--- config.mk ---
export PLATFORM = sky130hd
export DESIGN_NAME = stall_monitor
export DESIGN_NICKNAME = d
export VERILOG_FILES = /design/src/rtl/stall_mon_pkg.sv /design/src/rtl/sb_track.sv /design/src/rtl/slot_cost.sv /design/src/rtl/counter_bank.sv /design/src/rtl/stall_monitor.sv
export SDC_FILE = /design/constraint.sdc
export NUM_CORES = 1
export LEC_CHECK = 0
export BUFFER_PORTS_ARGS = -buffer_cell sky130_fd_sc_hd__buf_2
export CAP_MARGIN = 20
export CORE_MARGIN = 2
export CORE_UTILIZATION = 53
export DETAILED_ROUTE_END_ITERATION = 12
export PLACE_DENSITY = 0.86
export SETUP_SLACK_MARGIN = 0.4
export SLEW_MARGIN = 30
export SYNTH_ARGS = -nofsm -noshare
export SYNTH_HDL_FRONTEND = slang
export SYNTH_SLANG_ARGS = --single-unit
--- constraint.sdc ---
create_clock -name clk -period 10.5 [get_ports clk]
set_clock_uncertainty 0.1 [all_clocks]
set_input_delay 1.575 -clock clk [delete_from_list [all_inputs] [get_ports clk]]
set_output_delay 1.575 -clock clk [all_outputs]
set_load 0.01 [all_outputs]
--- src/rtl/stall_mon_pkg.sv ---
package stall_mon_pkg;
  localparam int CNT_W = 32;
  localparam int NCNT  = 5;
  typedef enum logic [2:0] {
    C_TOTAL  = 3'd0,
    C_LDST   = 3'd1,
    C_BRST   = 3'd2,
    C_TAKEN  = 3'd3,
    C_UNTAKE = 3'd4
  } cnt_sel_e;
endpackage

--- src/rtl/sb_track.sv ---
module sb_track #(
  parameter int NREG = 16,
  localparam int IW  = $clog2(NREG)
) (
  input  logic          clk,
  input  logic          rst,
  input  logic          fire,
  input  logic          first,
  input  logic          is_load,
  input  logic [IW-1:0] dst,
  input  logic          s0_v,
  input  logic [IW-1:0] s0,
  input  logic          s1_v,
  input  logic [IW-1:0] s1,
  output logic          hit0,
  output logic          hit1
);
  logic [NREG-1:0] active_q, pend_q, pend_base, pend_next;

  assign hit0 = s0_v && active_q[s0];
  assign hit1 = s1_v && active_q[s1];

  always_comb begin
    pend_base = first ? '0 : pend_q;
    pend_next = pend_base;
    if (is_load) pend_next[dst] = 1'b1;
  end

  always_ff @(posedge clk) begin
    if (rst) begin
      active_q <= '0;
      pend_q   <= '0;
    end else if (fire) begin
      pend_q   <= pend_next;
      active_q <= pend_next;
    end
  end
endmodule

--- src/rtl/slot_cost.sv ---
module slot_cost #(
  parameter int BASE_W = 8,
  parameter int ACC_W  = 16,
  localparam int COST_W = ACC_W + 2
) (
  input  logic              clk,
  input  logic              rst,
  input  logic              fire,
  input  logic              first,
  input  logic              last,
  input  logic [BASE_W-1:0] base,
  input  logic              hit0,
  input  logic              hit1,
  input  logic              br_taken,
  output logic [ACC_W-1:0]  ld_now,
  output logic [ACC_W-1:0]  br_now,
  output logic [COST_W-1:0] charge
);
  logic [ACC_W-1:0]  ld_acc_q, br_acc_q, ld_base, br_base;
  logic [COST_W-1:0] max_q, max_base, cost;

  always_comb begin
    ld_base  = first ? '0 : ld_acc_q;
    br_base  = first ? '0 : br_acc_q;
    max_base = first ? '0 : max_q;
    ld_now   = ld_base + ((ACC_W'(hit0) + ACC_W'(hit1)) << 1);
    br_now   = br_base + (br_taken ? ACC_W'(2) : '0);
    cost     = COST_W'(base) + COST_W'(ld_now) + COST_W'(br_now);
    charge   = (cost > max_base) ? cost : max_base;
  end

  always_ff @(posedge clk) begin
    if (rst) begin
      ld_acc_q <= '0;
      br_acc_q <= '0;
      max_q    <= '0;
    end else if (fire) begin
      ld_acc_q <= ld_now;
      br_acc_q <= br_now;
      if (!last) max_q <= cost;
    end
  end
endmodule

--- src/rtl/counter_bank.sv ---
module counter_bank
  import stall_mon_pkg::*;
#(
  parameter int N = NCNT,
  parameter int W = CNT_W
) (
  input  logic                clk,
  input  logic                rst,
  input  logic [N-1:0]        en,
  input  logic [N-1:0][W-1:0] inc,
  output logic [N-1:0][W-1:0] val
);
  for (genvar i = 0; i < N; i++) begin : g_cnt
    always_ff @(posedge clk) begin
      if (rst)        val[i] <= '0;
      else if (en[i]) val[i] <= val[i] + inc[i];
    end
  end
endmodule

--- src/rtl/stall_monitor.sv ---
module stall_monitor
  import stall_mon_pkg::*;
#(
  parameter int NREG   = 16,
  parameter int BASE_W = 8,
  parameter int ACC_W  = 16,
  localparam int IW    = $clog2(NREG),
  localparam int COST_W = ACC_W + 2
) (
  input  logic              clk,
  input  logic              rst,
  input  logic              in_valid,
  output logic              in_ready,
  input  logic              in_first,
  input  logic              in_last,
  input  logic              in_is_load,
  input  logic [IW-1:0]     in_load_dst,
  input  logic              in_src0_valid,
  input  logic [IW-1:0]     in_src0,
  input  logic              in_src1_valid,
  input  logic [IW-1:0]     in_src1,
  input  logic              in_is_branch,
  input  logic              in_taken,
  input  logic [BASE_W-1:0] in_base_cycles,
  output logic [CNT_W-1:0]  total_cycles,
  output logic [CNT_W-1:0]  load_stall_cycles,
  output logic [CNT_W-1:0]  branch_stall_cycles,
  output logic [CNT_W-1:0]  taken_branches,
  output logic [CNT_W-1:0]  untaken_branches
);
  logic fire, hit0, hit1, br_tk;
  logic [ACC_W-1:0]  ld_now, br_now;
  logic [COST_W-1:0] charge;
  logic [NCNT-1:0]            cen;
  logic [NCNT-1:0][CNT_W-1:0] cinc, cval;

  assign in_ready = 1'b1;
  assign fire     = in_valid && in_ready;
  assign br_tk    = in_is_branch && in_taken;

  sb_track #(.NREG(NREG)) u_sb (
    .clk(clk), .rst(rst), .fire(fire), .first(in_first),
    .is_load(in_is_load), .dst(in_load_dst),
    .s0_v(in_src0_valid), .s0(in_src0), .s1_v(in_src1_valid), .s1(in_src1),
    .hit0(hit0), .hit1(hit1)
  );

  slot_cost #(.BASE_W(BASE_W), .ACC_W(ACC_W)) u_cost (
    .clk(clk), .rst(rst), .fire(fire), .first(in_first), .last(in_last),
    .base(in_base_cycles), .hit0(hit0), .hit1(hit1), .br_taken(br_tk),
    .ld_now(ld_now), .br_now(br_now), .charge(charge)
  );

  always_comb begin
    cen          = '0;
    cinc         = '0;
    cen[C_TOTAL]  = fire && in_last;
    cinc[C_TOTAL] = CNT_W'(charge);
    cen[C_LDST]   = fire;
    cinc[C_LDST]  = CNT_W'(ld_now);
    cen[C_BRST]   = fire;
    cinc[C_BRST]  = CNT_W'(br_now);
    cen[C_TAKEN]  = fire && br_tk;
    cinc[C_TAKEN] = CNT_W'(1);
    cen[C_UNTAKE] = fire && in_is_branch && !in_taken;
    cinc[C_UNTAKE] = CNT_W'(1);
  end

  counter_bank #(.N(NCNT), .W(CNT_W)) u_cnt (
    .clk(clk), .rst(rst), .en(cen), .inc(cinc), .val(cval)
  );

  assign total_cycles        = cval[C_TOTAL];
  assign load_stall_cycles   = cval[C_LDST];
  assign branch_stall_cycles = cval[C_BRST];
  assign taken_branches      = cval[C_TAKEN];
  assign untaken_branches    = cval[C_UNTAKE];
endmodule

; Word-level counts from Yosys, hierarchy flattened
; Cells that the tools add are included.
[classes]
add_sub_neg = 10
bitwise_logic = 2
muxes = 13
reduce_logical = 10
magnitude_cmp = 5
[ops]
columns = operator, n
row1 = "32-bit by 1-bit adder with 32-bit output, second input constant", 2
row2 = 32-bit by 16-bit adder with 32-bit output, 2
row3 = 16-bit two-way mux, 4
row4 = 18-bit two-way mux, 2
row5 = 16-bit adder, 2
row6 = 32-bit by 18-bit adder with 32-bit output, 1
row7 = 18-bit by 16-bit adder with 18-bit output, 1
row8 = 18-bit greater-than comparator, 1
row9 = 8-bit by 16-bit adder with 17-bit output, 1
row10 = 16-bit bitwise OR, 1
row11 = "4-bit by 5-bit < comparator with 1-bit output, second input constant", 3
row12 = 1-bit binary-select mux with 4-bit select, 2
row13 = 1-bit logical AND, 8
row14 = 1-bit demux with 4-bit select, 1
row15 = "4-bit by 1-bit greater-or-equal comparator with 1-bit output, second input constant", 1
row16 = 1-bit two-way mux, 3
row17 = 1-bit by 1-bit adder with 2-bit output, 1
row18 = 2-bit two-way mux, 1
row19 = 2-bit AND reduction, 1
row20 = 1-bit logical NOT, 1
row21 = 1-bit inverter, 1
[totals]
in_bits = 30
wordCells = 49
register_bits = 226
output_inout_bits = 161

; Depth between registers and ports, before layout
[logic_depth]
depth_word = 10
ltp_mapped = 47
depth_no_buf = 45

; By module
; From an unflattened synthesis, not the netlist that was laid out.
[hier_totals]
hier_cells = 2265
hier_area_um2 = 18652.9
[modules_own_cells]
columns = mod, cells_per_inst, area_each_um2, n_inst, seq_area_each_um2
row1 = counter_bank, 1579, 13172.6, 1, 3203.1
row2 = slot_cost, 583, 4555.6, 1, 1001.0
row3 = sb_track, 96, 879.6, 1, 320.3
row4 = stall_monitor, 7, 45.0, 1, 0.0

; Least setup slack after synthesis
; OpenSTA, ideal clock, no wires.
[synth_timing]
kind = input -> register
startpoint = input in_src1[0]
endpoint = register u_cnt.val[26] (netlist name)
n_path_buf = 1
arrival_ps = 10935
setup_slack_ps = -593
required_time_ps = 10343
setup_ps = 57
path_stages = 43
cell_sequence = mux4_2 mux4_2 and2_1 ha_1 ha_1 fa_1 nand3_1 xor2_1 nor2_1 ha_1 o211a_1 o31a_1 o21bai_1 a221o_1 xnor2_1 ha_1 and3_1 a311oi_1 [... 7 more ...] a211oi_1 maj3_1 o22ai_4 buf_6 o32ai_2 ha_1 inv_1 fa_1 nor2b_1 o21ai_0 a21boi_0 o21ai_0 a31oi_1 a311o_1 a311oi_1 nor3b_1 nor3b_1 a21o_1
[synth_via]
elab_chain_len = 10
[synth_rtl]
columns = item, line_no
row1 = "start, declared", stall_monitor.sv:21  ; input logic [IW-1:0] in_src1,
row2 = 1-bit binary-select mux with 4-bit select (*), sb_track.sv:21  ; assign hit1 = s1_v && active_q[s1];
row3 = 1-bit two-way mux (not written as such) (*), sb_track.sv:21
row4 = 1-bit logical AND (*), sb_track.sv:21
row5 = 1-bit by 1-bit adder with 2-bit output (*), slot_cost.sv:26  ; ld_now = ld_base + ((ACC_W'(hit0) + ACC_W'(hit1)) << 1);
row6 = 16-bit adder (*), slot_cost.sv:26
row7 = net ld_now[5], stall_monitor.sv:32  ; logic [ACC_W-1:0] ld_now, br_now;
row8 = 8-bit by 16-bit adder with 17-bit output (*), slot_cost.sv:28  ; cost = COST_W'(base) + COST_W'(ld_now) + COST_W'(br_now);
row9 = 18-bit by 16-bit adder with 18-bit output (*), slot_cost.sv:28
row10 = net u_cost.cost[13], slot_cost.sv:20  ; logic [COST_W-1:0] max_q, max_base, cost;
row11 = 18-bit greater-than comparator, slot_cost.sv:29  ; charge = (cost > max_base) ? cost : max_base;
row12 = 18-bit two-way mux (*), slot_cost.sv:29
row13 = 32-bit by 18-bit adder with 32-bit output (*), counter_bank.sv:16  ; else if (en[i]) val[i] <= val[i] + inc[i];
row14 = "end signal, assigned by index", counter_bank.sv:16
row15 = "end, declared", counter_bank.sv:11  ; output logic [N-1:0][W-1:0] val
; The timed path passes the listed nets; every way through them passes the cells marked *. The select of a mux whose other input is x is not followed.
; A chain may end at the register's enable or synchronous reset.

; Worst setup path after layout
[layout_timing]
startpoint = input in_src0[0]
endpoint = register u_cnt.val[24] (netlist name)
[layout_via]
elab_chain_len = 10
[layout_rtl]
columns = item, line_no
row1 = "start, declared", stall_monitor.sv:19  ; input logic [IW-1:0] in_src0,
row2 = 1-bit binary-select mux with 4-bit select (*), sb_track.sv:20  ; assign hit0 = s0_v && active_q[s0];
row3 = 1-bit two-way mux (not written as such) (*), sb_track.sv:20
row4 = 1-bit logical AND (*), sb_track.sv:20
row5 = 1-bit by 1-bit adder with 2-bit output (*), slot_cost.sv:26
row6 = 16-bit adder (*), slot_cost.sv:26
row7 = net ld_now[2], stall_monitor.sv:32
row8 = 8-bit by 16-bit adder with 17-bit output (*), slot_cost.sv:28
row9 = 18-bit by 16-bit adder with 18-bit output (*), slot_cost.sv:28
row10 = net u_cost.cost[10], slot_cost.sv:20
row11 = 18-bit greater-than comparator, slot_cost.sv:29
row12 = 18-bit two-way mux (*), slot_cost.sv:29
row13 = 32-bit by 18-bit adder with 32-bit output (*), counter_bank.sv:16
; Marks and branches as above.

==> metrics.md <==
| Metric | Value |
|---|---|
| Status | finished, violations left |
| Failing checks | setup timing |
| GRT overflow | 0 |
| Syn Std Cell Area | 13900 sq um |
| Post-synth top area cell | dfxtp_1 |
| CP delay by family, top | compound AO/OA/AOI/OAI gates |
| Area after DPL | approximately 16000 sq um |
| Ys flop type | dfxtp_1 |
| Total power | between 2 and 2.5 mW |
| Initial antenna violation count | 3 |
| Post-synth EDFFs | 0 |
| Die Ht | 166 um |
| Lkg Pwr | between 8 and 9 nW |
| First-pass GRT wire length | 64200 um |
| Clock sink count | 226 |
| Pwr/cell area | 115 nW/um^2 |
| Arr. time, crit path | between 10 and 15 ns |
| Final setup margin | -0.623 ns |
| Post-Layout Cell Count | 2339 |
| Row cnt | 59 |
| Final min period | roughly 11 ns |
| Vias/cell | roughly 6.1 |
| Setup total negative slack | -10.37 ns |
| Total CTS buffers | 26 |
| Register area share after synthesis | 0.325 |
| Post-Synth Adder-Cell Area | 0.0948 |
| Fin area | 18200 sq um |
| Startpoint Class | input port |
| Syn_nets | around 1800 |
| Die ar. | 27600 sq um |
| Post-Synth XOR/XNOR Area | 0.111 |
| Mapped Cells | 1654 |
| Pre-CTS WS | -0.593 ns |
| Count of cell types in the netlist | 82 |
| Max Cap Violations | 0 |
| DIE WIDTH | 166 um |
| Critical Path Sink Type | flip-flop |
| Pre-antenna DRT Iters | 6 |
| FMAX | about 0.090 GHz |
| Final Util | 0.702 |
| Worst-Skew Late Latency | 0.54 ns |
| Main combinational cell family by area after synthesis | simple AND/OR/NAND/NOR gates |
| Nets | 2113 |
| Endpoints failing setup | 24 |
| Synth Register Bits | between 200 and 250 |
| DRT Wirelength | around 45000 um |
| Core area | about 26000 sq um |
| Buf/Inv on CP | 6 |
| Post-DRT Antenna Nets | 0 |
| Vias | 14228 |
| Initial core utilization | 0.537 |
| CTS tree | done |
| Final Hold Slack | 0.362 ns |
| Vias in the first global route | 13408 |
| Slew HR | 0.285 |
| Crit path max fanout | 5 |
| Worst path slowest cell | fa_2 |
| CP peak stage delay | between 0.5 and 0.6 ns |
| Placed Cells | roughly 2200 |
| WP data required | 10.80 ns |
| VDD IR max | approximately 120 uV |
| Max clock buf depth | 3 |
| I/O pins | 191 |
| Final period utilization | 1.06 |
| Share of cells above drive strength 1 | 0.272 |
| Clock root buffer master | clkbuf_16 |
| Async SR Flop Fraction | 0 |
| Final Max Slew Viols | 0 |
| DRC | 0 |
| Number of port buffers | 189 |
| Synth Area in Simple Gates | 0.227 |
| Dpl hpwl | 26200 um |
| 1st-iter DRT viols | 1305 |
| Slew @ Worst Pin | 1.07 ns |
| Crit Path Class | in2reg |
| Tightest Hold Check Type | reg2reg |
| Avg Synthesized Cell Area | 8.41 sq um |
| Synth Warn # | 0 |
| Cts hold-fix bufs | 0 |
| RSZ-0062 raised after global routing | true |
| Synth Area in Compound Gates | 0.151 |
| H-tree depth | 1 |
| Pin count of the biggest net entering global routing | 138 |
| Top cells by area, synth | dfxtp_1 (33%), ha_1 (8.5%), nor2_1 (7.0%) |
| Area share of the largest cell type after synthesis | 0.325 |
| Total Routing Usage GR | 0.272 |
| RePlAce Congestion | 0.926 |
| Post-synthesis mux area share | 0.0565 |
| Wirelength per Cell | 19.1 um |
| Area growth from synthesis to layout | 30.7% |
| Final hold vios | 0 |
| Clk slew on worst S/H paths | 0.06 ns |
## Yosys cell counts, types with 5 or more instances
master / instances
dfxtp_1: 226
a32oi_1: 6
o22ai_1: 8
inv_1: 57
o21ai_0: 51
nand2_1: 123
a211oi_1: 16
mux4_2: 10
ha_1: 95
clkbuf_1: 51
mux2i_1: 56
a31oi_1: 6
nand3b_1: 5
nand2b_1: 25
nand4_1: 22
o21a_1: 6
a22oi_1: 12
nor3b_1: 10
xnor2_1: 78
a21o_1: 29
and4_1: 8
xor2_1: 96
o22ai_2: 7
nand3_1: 58
o211ai_1: 7
o21bai_1: 16
nor2_1: 259
nor2b_1: 26
a21oi_1: 95
and2_1: 19
fa_1: 6
or3_1: 21
and3_1: 38
nor3_1: 26
## cell families (layout without fill, tap and decap cells)
kind of cell	after synthesis	count (layout)
compound gates	308	308
xor+xnor	175	175
fa+ha+maj	102	102
buf+inv	117	463
flops	226	226
mux	66	66
other cells	1	5
simple gates	659	659
## registers in the layout, indices dropped and copies added, names as in the netlist
name             flops
u_cost.max_q        18
u_sb.active_q       16
u_cnt.val          160
u_cost.br_acc_q     16
u_cost.ld_acc_q     16
## layout by cell type (no fill, tap or decap), types with 14 or more instances in the layout
cell	count
nor2_1	257
dfxtp_1	226
buf_2	185
buf_4	139
nand2_1	116
xor2_1	93
ha_1	81
a21oi_1	80
xnor2_1	72
mux2i_1	56
inv_1	55
nand3_1	52
o21ai_0	40
and3_1	36
buf_6	30
a21o_1	29
clkbuf_16	27
nand2b_1	25
nand4_1	22
nor2b_1	22
or3_1	19
nor3_1	19
o21bai_1	15
and2_1	14
## cell type report
cell class | count | area, sq um
Antenna cell | 4 | 10.0
Clock inverter | 10 | 178
Timing Repair Buffer | 360 | 2420
Multi-Input combinational cell | 1311 | 9670
Inverter | 57 | 214
Fill cell | 1785 | 7730
Tap cell | 335 | 419
Sequential cell | 226 | 4520
Clock buffer | 36 | 749
## worst register-to-register path: cells and delay by family, from the launching register on
kind / cells / cell delay (ns)
compound gates: 16 / 3.21
fa+ha+maj: 8 / 2.63
simple gates: 7 / 1.51
mux: 2 / 0.96
buf+inv: 5 / 0.81
xor+xnor: 3 / 0.62
flops: 1 / 0.33
## metal layers
metal / vias up / part of all wire / global-route usage
met4: 0 / 0.064 / 0.118
met2: 817 / 0.48 / 0.485
met5: - / 0 / 0
li1: 6469 / - / -
met1: 6663 / 0.37 / 0.316
met3: 279 / 0.087 / 0.0546
## final timing paths
path | start | endpoint | slack, ns | depth (start not counted)
hold / removal | u_cost.max_q[5]$_SDFFE_PP0P_ | u_cost.max_q[5]$_SDFFE_PP0P_ | 0.36 | 2
setup / recovery | in_src0[0] | u_cnt.val[24]$_SDFFE_PP0P_ | -0.62 | 42
hold reg to reg | u_cost.max_q[5]$_SDFFE_PP0P_ | u_cost.max_q[5]$_SDFFE_PP0P_ | 0.36 | 2
setup reg to reg | u_sb.active_q[3]$_SDFFE_PP0P_ | u_cnt.val[24]$_SDFFE_PP0P_ | 0.19 | 41
## where the power goes
group,total [mW],internal (mW),switching (mW)
Sequential,0.873,0.865,0.00806
Clock,0.987,0.618,0.370
Combinational,0.224,0.0989,0.126
## timing repair
item | CTS | global route
setup buffers | 40 | 21
resized for setup | 52 | 108
pin swaps | 43 | 88
setup endpoints to repair | 22 | 29
No activity file was read; power rests on OpenSTA's default activity.
